### src/rtl/scan_irq_pkg.sv
// Package: shared control-strobe type for the scanline interrupt counter.
// Assumes all strobes are single-cycle pulses synchronous to clk.
package scan_irq_pkg;

    typedef struct packed {
        logic latch;    // capture reload value
        logic reload;   // empty the counter
        logic enable;   // set interrupt enable
        logic disable_; // clear enable and acknowledge
    } scan_ctl_t;

endpackage

### src/rtl/scan_edge_detect.sv
// Module: remembers the watched address bit of the last access and flags a
// low-to-high change on the current access. Assumes vid_acc qualifies the address.
module scan_edge_detect #(
    parameter int unsigned ADDR_W   = 14,
    parameter int unsigned EDGE_BIT = 12
) (
    input  logic              clk,
    input  logic              rst_n,
    input  logic              acc_valid,
    input  logic [ADDR_W-1:0] acc_addr,
    output logic              rise_o
);

    logic last_bit_q;
    logic unused_addr_bits;

    // Sink for the address bits that carry no edge information.
    assign unused_addr_bits = ^{acc_addr[ADDR_W-1:EDGE_BIT+1], acc_addr[EDGE_BIT-1:0]};

    // Rise: previous access had the bit low, this one has it high.
    assign rise_o = acc_valid && !last_bit_q && acc_addr[EDGE_BIT];

    // Track the watched bit on every access, nametable fetches included.
    always_ff @(posedge clk) begin
        if (!rst_n) begin
            last_bit_q <= 1'b0;
        end else if (acc_valid) begin
            last_bit_q <= acc_addr[EDGE_BIT];
        end
    end

endmodule

### src/rtl/scan_holdoff.sv
// Module: hold-off timer. Every rise restarts it; ticks run it down to zero.
// A rise counts only while the timer is at zero. Assumes tick is one cycle wide.
module scan_holdoff #(
    parameter int unsigned HOLD_CYC = 6,
    localparam int unsigned HOLD_W  = $clog2(HOLD_CYC + 1)
) (
    input  logic              clk,
    input  logic              rst_n,
    input  logic              tick,
    input  logic              rise,
    output logic              count_edge_o,
    output logic [HOLD_W-1:0] hold_o
);

    logic [HOLD_W-1:0] hold_q;

    assign hold_o       = hold_q;
    // A rise passes the filter only when the window has fully expired.
    assign count_edge_o = rise && (hold_q == '0);

    // Restart on a rise, otherwise count down once per tick.
    always_ff @(posedge clk) begin
        if (!rst_n) begin
            hold_q <= '0;
        end else if (rise) begin
            hold_q <= HOLD_W'(HOLD_CYC);
        end else if (tick && hold_q != '0) begin
            hold_q <= hold_q - 1'b1;
        end
    end

endmodule

### src/rtl/scan_count_irq.sv
// Module: reload latch, scanline down-counter, enable and level interrupt.
// Assumes count_edge is already filtered. A reload write beats a counted
// edge, and a disable write beats an interrupt raised in the same cycle.
module scan_count_irq
    import scan_irq_pkg::*;
#(
    parameter int unsigned CNT_W = 8
) (
    input  logic             clk,
    input  logic             rst_n,
    input  logic             count_edge,
    input  scan_ctl_t        ctl,
    input  logic [CNT_W-1:0] wr_data,
    output logic             irq_o,
    output logic             en_o,
    output logic [CNT_W-1:0] count_o
);

    logic [CNT_W-1:0] latch_q;
    logic [CNT_W-1:0] count_q;
    logic             en_q;
    logic             irq_q;
    logic             step;
    logic             at_zero;
    logic             at_one;

    assign step    = count_edge && !ctl.reload;
    assign at_zero = (count_q == '0);
    assign at_one  = (count_q == CNT_W'(1));
    assign irq_o   = irq_q;
    assign en_o    = en_q;
    assign count_o = count_q;

    // Reload value register.
    always_ff @(posedge clk) begin
        if (!rst_n)          latch_q <= '0;
        else if (ctl.latch)  latch_q <= wr_data;
    end

    // Scanline counter: cleared by a request, otherwise refill or decrement.
    always_ff @(posedge clk) begin
        if (!rst_n)          count_q <= '0;
        else if (ctl.reload) count_q <= '0;
        else if (step)       count_q <= at_zero ? latch_q : count_q - 1'b1;
    end

    // Interrupt enable: disable has priority over enable.
    always_ff @(posedge clk) begin
        if (!rst_n)            en_q <= 1'b0;
        else if (ctl.disable_) en_q <= 1'b0;
        else if (ctl.enable)   en_q <= 1'b1;
    end

    // Level interrupt: set by counting, dropped only by disable or reset.
    always_ff @(posedge clk) begin
        if (!rst_n) begin
            irq_q <= 1'b0;
        end else if (ctl.disable_) begin
            irq_q <= 1'b0;
        end else if (step) begin
            if (at_zero)            irq_q <= en_q;
            else if (at_one && en_q) irq_q <= 1'b1;
        end
    end

endmodule

### src/rtl/scan_irq_counter.sv
// Module: top of the scanline interrupt counter. Joins edge detection,
// hold-off filtering and the counter/interrupt stage. Assumes all write
// strobes and tick are single-cycle pulses synchronous to clk.
module scan_irq_counter
    import scan_irq_pkg::*;
#(
    parameter int unsigned ADDR_W   = 14,
    parameter int unsigned EDGE_BIT = 12,
    parameter int unsigned CNT_W    = 8,
    parameter int unsigned HOLD_CYC = 6,
    localparam int unsigned HOLD_W  = $clog2(HOLD_CYC + 1)
) (
    input  logic              clk,
    input  logic              rst_n,
    input  logic              tick,
    input  logic              vid_acc,
    input  logic [ADDR_W-1:0] vid_addr,
    input  logic              wr_latch,
    input  logic              wr_reload,
    input  logic              wr_enable,
    input  logic              wr_disable,
    input  logic [CNT_W-1:0]  wr_data,
    output logic              irq
);

    logic              edge_rise;
    logic              count_edge;
    logic [HOLD_W-1:0] hold_cnt;
    logic [CNT_W-1:0]  count_q;
    logic              en_q;
    scan_ctl_t         ctl;

    // Collect the write strobes into one control bundle.
    assign ctl = '{latch: wr_latch, reload: wr_reload,
                   enable: wr_enable, disable_: wr_disable};

    scan_edge_detect #(.ADDR_W(ADDR_W), .EDGE_BIT(EDGE_BIT)) u_edge (
        .clk       (clk),
        .rst_n     (rst_n),
        .acc_valid (vid_acc),
        .acc_addr  (vid_addr),
        .rise_o    (edge_rise)
    );

    scan_holdoff #(.HOLD_CYC(HOLD_CYC)) u_hold (
        .clk          (clk),
        .rst_n        (rst_n),
        .tick         (tick),
        .rise         (edge_rise),
        .count_edge_o (count_edge),
        .hold_o       (hold_cnt)
    );

    scan_count_irq #(.CNT_W(CNT_W)) u_cnt (
        .clk        (clk),
        .rst_n      (rst_n),
        .count_edge (count_edge),
        .ctl        (ctl),
        .wr_data    (wr_data),
        .irq_o      (irq),
        .en_o       (en_q),
        .count_o    (count_q)
    );

endmodule

### config.mk
export PLATFORM = sky130hd
export DESIGN_NAME = scan_irq_counter
export DESIGN_NICKNAME = d
export VERILOG_FILES = /design/src/rtl/scan_irq_pkg.sv /design/src/rtl/scan_edge_detect.sv /design/src/rtl/scan_holdoff.sv /design/src/rtl/scan_count_irq.sv /design/src/rtl/scan_irq_counter.sv
export SDC_FILE = /design/constraint.sdc
export NUM_CORES = 1
export LEC_CHECK = 0
export CAP_MARGIN = 10
export CELL_PAD_IN_SITES_DETAIL_PLACEMENT = 1
export CELL_PAD_IN_SITES_GLOBAL_PLACEMENT = 1
export CORE_MARGIN = 8
export CORE_UTILIZATION = 40
export CTS_CLUSTER_SIZE = 24
export DETAILED_ROUTE_END_ITERATION = 8
export DONT_BUFFER_PORTS = 1
export GPL_TIMING_DRIVEN = 0
export PLACE_DENSITY_LB_ADDON = 0.25
export SYNTH_ARGS = -nofsm -noshare
export SYNTH_HDL_FRONTEND = slang
export SYNTH_SLANG_ARGS = --single-unit
### constraint.sdc
create_clock -name clk -period 3.5 [get_ports clk]
set_clock_uncertainty 0.1 [all_clocks]
set_input_delay 0.7 -clock clk [delete_from_list [all_inputs] [get_ports clk]]
set_output_delay 0.7 -clock clk [all_outputs]
set_load 0.005 [all_outputs]
==> key figures, run 1 <==
CTS
  • CTS resizes: 0
  • Clock Sinks: 22
  • Register clock-pin slew on the reported worst setup and hold paths: approximately 0.12 ns
  • Max Root-Sink Buffers: 2
  • CTS hold repair buffers: 0
  • CTS tree: done
  • CTS Root Buffer Type: clkbuf_4
  • Skew-Pair Late Insertion Delay: 0.31 ns
  • H-tree depth: 1
  • Setup repair bufs after CTS: 0
  • Num CTS Buffers: 3

Synth
  • Ys flop type: dfxtp_1
  • Number of library cell types mapped by synthesis: 35
  • Post-Syn Nets: 154
  • Post-synthesis register bit count: 22
  • Yosys warning count: 0
  • Mean post-synth cell area: between 9 and 10 um^2
  • Post-synth EDFFs: 0
  • Ys async rst share: 0
  • Mapped cell area: between 1000 and 1500 um^2
  • Syn Inst Count: ~120
  • Sequential-to-total area share from yosys stat: 0.403

STA
  • RSZ-0062 raised after global routing: no
  • Worst Tran Pin Value: approximately 0.57 ns
  • Tmin final: ~2.1 ns
  • Max frequency: 477 MHz
  • PnR worst setup slack: roughly 1.4 ns
  • Rel. slew slack: 0.622
  • Crit share post-route: 0.599
  • Final-report hold violation count: 0
  • Setup-failing EPs final: 0
  • Final slew viol count: 0
  • Setup TNS: 0 ns

Pwr
  • PD cells: between 400 and 500 nW/um^2
  • Seq pwr share: 0.567
  • VDD IR-drop max: about 250 uV
  • Logic pwr share: 0.134
  • Sw frac: 0.251
  • Net Sw Power: about 120 uW
  • Clock Power Share: 0.299
  • P_leak: 0.454 nW
  • Final Total Pwr: ~480 uW
  • Power Internal: between 300 and 400 uW

Job
  • Max Cap Viol: 0

Die
  • Die Y: between 60 and 70 um
  • Core area: about 2700 um^2
  • Starting Density: 0.407
  • Die X: between 60 and 70 um
  • Floorplan row count: 19
  • Num ports: 31
  • Die ar.: 4660 um^2

Setup path
  • Startpoint Class: register
  • Crit. End Element: register
  • Peak fanout along the critical path: 9
  • Required @ worst endpoint: about 3.6 ns
  • Worst setup path category: register to register
  • Crit path DAT: between 2 and 2.5 ns

Final layout
  • Fill cells: 330
  • Most frequent cells in the layout: 22 x dfxtp_1, 14 x mux2i_1, 11 x nor2b_1
  • Final core occ: 0.435
  • Share of cells above drive strength 1: 0.0732
  • Area delta synth->final: 6.86%
  • Final net count: between 150 and 200
  • N_diodes: 0
  • Most common cell after layout, fill and taps aside: dfxtp_1
  • Post-route cell area: 1170 um^2

Drt
  • Routed vias: 849
  • Final WL: around 2.4 mm
  • Vias per cell: around 5.5
  • DRC Markers: 0
  • ANT nets after route: 0
  • Initial DRC Count: 18
  • Pre-antenna DRT Iters: 6
  • DR WL/cell: 15.8 um

GRT
  • Largest net degree at the start of global routing: 13
  • Initial antenna violation count: 0
  • Vias in the first global route: a little over 900
  • Grt total ovfl: 0
  • First-pass GRT wire length: roughly 4.2 mm
  • GRT Util Overall: 0.117

Hold path
  • Hold WC Path Type: register to register

Place
  • Cell Area, Placed: approximately 1100 um^2
  • Port buffer count: 0
  • Placer Congestion: around 0.77
  • Pre-CTS setup slack: around 1.5 ns
  • HPWL Detailed: around 1.9 mm

Status
  • Status: complete, no violations
-- metal layers --
metal / vias up / GRT usage / wire (um)
met5: - / 0 / 0
met3: 5 / 0.0393 / 167
met1: 394 / 0.136 / 1090
met4: 0 / 0.0384 / 35
met2: 20 / 0.196 / 1140
li1: 430 / - / -
-- flip-flops by register name, indices dropped and copies added, names as in the netlist --
name and cells:
u_cnt.count_o 8, u_cnt.latch_q 8, u_hold.hold_o 3, u_cnt.en_o 1, u_cnt.irq_o 1, u_edge.last_bit_q 1
-- critical path, stage by stage, from the launching register on --
cell,delay (ns)
dfxtp_1,0.39
or4_1,0.52
buf_2,0.17
or3_1,0.37
buf_6,0.16
mux2i_1,0.17
o22ai_1,0.10
-- power by group through the flow --
| stage | Sequential, mW | Clock [mW] | Combinational [mW] |
|---|---|---|---|
| global route | 0.272 | 0.156 | 0.0737 |
| floorplan | 0.273 | 0 | 0.0521 |
| detailed placement | 0.275 | 0 | 0.0648 |
| finish | 0.270 | 0.142 | 0.0638 |
| global placement | 0.275 | 0 | 0.0597 |
| CTS | 0.270 | 0.146 | 0.0652 |
-- cell usage after synthesis, types with 2 or more instances --
cell,number,area [um^2]
a21boi_0,2,15.0
a21oi_1,4,20.0
clkbuf_1,2,7.51
dfxtp_1,22,440
ha_1,5,62.6
inv_1,7,26.3
mux2i_1,14,140
nand2_1,8,30.0
nand2b_1,4,25.0
nand3_1,2,10.0
nor2_1,5,18.8
nor2b_1,11,68.8
nor3_1,2,10.0
o21ai_0,6,30.0
o22ai_1,3,18.8
or3_1,3,18.8
-- cells by family after synthesis --
logic type | share of synthesized area
AND/OR/NAND/NOR | 0.220
adder cells (fa/ha/maj) | 0.0572
multiplexers | 0.138
buffers and inverters | 0.0458
flip-flops | 0.403
AO/OA/AOI/OAI | 0.128
XOR/XNOR | 0.00801
-- through the flow --
| stage | hold slack (ns) | cells |
|---|---|---|
| floorplan | 0.339 | 119 |
| global placement | 0.352 | 150 |
| detailed placement | 0.374 | 150 |
| CTS | 0.391 | 154 |
| global route | 0.399 | 154 |
| finish | 0.391 | 154 |
-- final cells by class --
cell class | instances | area [um^2] | share of cell area
Tap cell | 31 | 38.8 | 0.0332
Clock buffer | 4 | 36.3 | 0.0310
Buffer | 4 | 23.8 | 0.0203
Sequential cell | 22 | 440 | 0.377
Inverter | 7 | 26.3 | 0.0225
Multi-Input combinational cell | 86 | 603 | 0.516
-- worst paths after layout --
| kind | from | to | slack [ns] | depth (start not counted) |
|---|---|---|---|---|
| worst max-delay path | u_cnt.count_o[2] | u_cnt.count_o[5] | 1.40 | 6 |
| worst min-delay path | u_cnt.count_o[5] | u_cnt.count_o[5] | 0.39 | 2 |
| worst max register to register | u_cnt.count_o[2] | u_cnt.count_o[5] | 1.40 | 6 |
| worst min register to register | u_cnt.count_o[5] | u_cnt.count_o[5] | 0.39 | 2 |
(Power assumes the default switching activity.)
==> run 2, diff against run 1 <==
- clock period: 3.5 -> 2.15 ns (I/O delays scaled with it)
==> run 2 against run 1 <==
Net effect: sequential share of layout area shrank 0.054 points; via count grew 0.82%; non-clock buffer count is the same; sequential power grew 63%; critical endpoint unchanged; highest routed layer unchanged.
==> key figures, run 2 (synthesized netlist as in run 1, its figures left out) <==
CTS
  • Skew-Pair Late Insertion Delay: roughly 0.31 ns
  • H-tree depth: 1
  • Register clock-pin slew on the reported worst setup and hold paths: 0.12 ns
  • Setup repair bufs after CTS: 0
  • Num CTS Buffers: 3
  • CTS tree: done
  • Clock Sinks: 22
  • CTS Root Buffer Type: clkbuf_4
  • Max Root-Sink Buffers: 2

Final layout
  • N_diodes: 0
  • Most common cell after layout, fill and taps aside: dfxtp_1
  • Post-Layout Cell Count: ~150
  • Final core occ: 0.437
  • Area delta synth->final: 7.32%
  • Final net count: ~160
  • Post-route cell area: around 1200 um^2
  • Most frequent cells in the layout: 21 x dfxtp_1, 13 x mux2i_1, 11 x nor2b_1
  • Share of cells above drive strength 1: 0.0894

Drt
  • Vias per cell: about 5.6
  • ANT nets after route: 0
  • Routed vias: ~860
  • DR WL/cell: roughly 16 um
  • Pre-antenna DRT Iters: 4
  • Initial DRC Count: 25
  • Final WL: between 2 and 2.5 mm
  • DRC Markers: 0

STA
  • Crit share post-route: 0.959
  • Rel. slew slack: 0.623
  • Final slew viol count: 0
  • Setup-failing EPs final: 0
  • Max frequency: slightly below 500 MHz
  • Setup TNS: 0 ns
  • Tmin final: 2.06 ns
  • RSZ-0062 raised after global routing: no
  • Worst Tran Pin Value: between 0.5 and 0.6 ns
  • Final-report hold violation count: 0

Die
  • Num ports: 31
  • Die Y: slightly below 70 um
  • Die ar.: 4660 um^2
  • Starting Density: 0.407
  • Die X: 68.3 um
  • Floorplan row count: 19
  • Core area: between 2000 and 3000 um^2

Hold path
  • Hold Path Origin: wr_enable
  • Hold Path Sink: u_cnt.en_o
  • Hold path depth: 2
  • Hold WC Path Type: input port to register

Pwr
  • VDD IR-drop max: 414 uV
  • P_leak: about 0.46 nW
  • PD cells: ~660 nW/um^2
  • Final Total Pwr: 775 uW

Setup path
  • Worst setup path category: register to register
  • Crit path DAT: 2.16 ns
  • Peak fanout along the critical path: 9
  • R2R cell count: 6
  • Required @ worst endpoint: roughly 2.3 ns
  • Startpoint Class: register
  • Worst flop-to-flop path endpoint: u_cnt.count_o[5]
  • R2R Path Start: u_cnt.count_o[2]
  • Reg-to-reg setup timing slack: a little under 0.09 ns
  • Crit. End Element: register

GRT
  • Largest net degree at the start of global routing: 13
  • Grt total ovfl: 0
  • Initial antenna violation count: 0
  • Vias in the first global route: about 930
  • First-pass GRT wire length: 4.20 mm
  • GRT Util Overall: 0.117

Place
  • Port buffer count: 0
  • Placer Congestion: slightly below 0.8
  • HPWL Detailed: about 1.9 mm
  • DP Cell Count: 150
  • Cell Area, Placed: 1130 um^2

Status
  • Status: complete, no violations

Job
  • Max Cap Viol: 0
[run 2: worst max-delay path, stage by stage, from the launching register on]
cell and delay [ns]:
dfxtp_2 0.37, or4_1 0.50, buf_2 0.17, or3_1 0.37, buf_6 0.16, mux2i_2 0.17
o22ai_1 0.10
[run 2: worst max-delay path by stage]
stage	from	end	slack [ns]	cells past startpoint
after floorplan	u_cnt.count_o[2]	u_cnt.count_o[5]	0.24	6
after detailed placement	u_cnt.count_o[2]	u_cnt.count_o[5]	0.10	6
final	u_cnt.count_o[2]	u_cnt.count_o[5]	0.09	6
after global routing	u_cnt.count_o[2]	u_cnt.count_o[5]	0.02	6
after CTS	u_cnt.count_o[2]	u_cnt.count_o[5]	0.08	6
after global placement	u_cnt.count_o[2]	u_cnt.count_o[5]	0.14	6
[run 2: report_power, final]
part           internal, mW  switching (mW)
clock network         0.103           0.128
logic                0.0490          0.0557
registers             0.428          0.0112
[run 2: area by class of cell]
class / instances / area [um^2]
clock buffer: 4 / 36.3
multi-input combinational: 86 / 607
inverter: 7 / 26.3
buffer: 4 / 23.8
fill: 329 / 1510
sequential: 22 / 442
tap: 31 / 38.8
[run 2: through the flow]
stage	setup slack [ns]	hold slack [ns]
3_5_place_dp	0.102	0.374
2_1_floorplan	0.237	0.339
4_1_cts	0.0756	0.129
5_1_grt	0.0247	0.129
3_3_place_gp	0.140	0.352
6_report	0.0888	0.133
[run 2: routing by layer]
metal	vias up	global-route usage	wire length, um
met5	-	0	0
met4	0	0.0384	25
met3	4	0.0393	165
met2	18	0.196	1140
met1	406	0.136	1070
li1	428	-	-
[run 2: timing repair]
action                                  4_1_cts  5_1_grt
hold buffers                                  0        0
resized for setup                             0        2
endpoints found under the setup margin        0        3
==> run 3, diff against run 2 <==
==> constraint.sdc (replaced) <==
create_clock -name clk -period 2.15 [get_ports clk]
set_clock_uncertainty 0.1 [all_clocks]
set_input_delay 0.3225 -clock clk [delete_from_list [all_inputs] [get_ports clk]]
set_output_delay 0.3225 -clock clk [all_outputs]
set_load 0.005 [all_outputs]
==> results of run 3 <==
Same layout as run 2 (identical final DEF). Status: complete, no violations.
Among the figures that moved: hold slack 0.133 ns -> 0.0251 ns
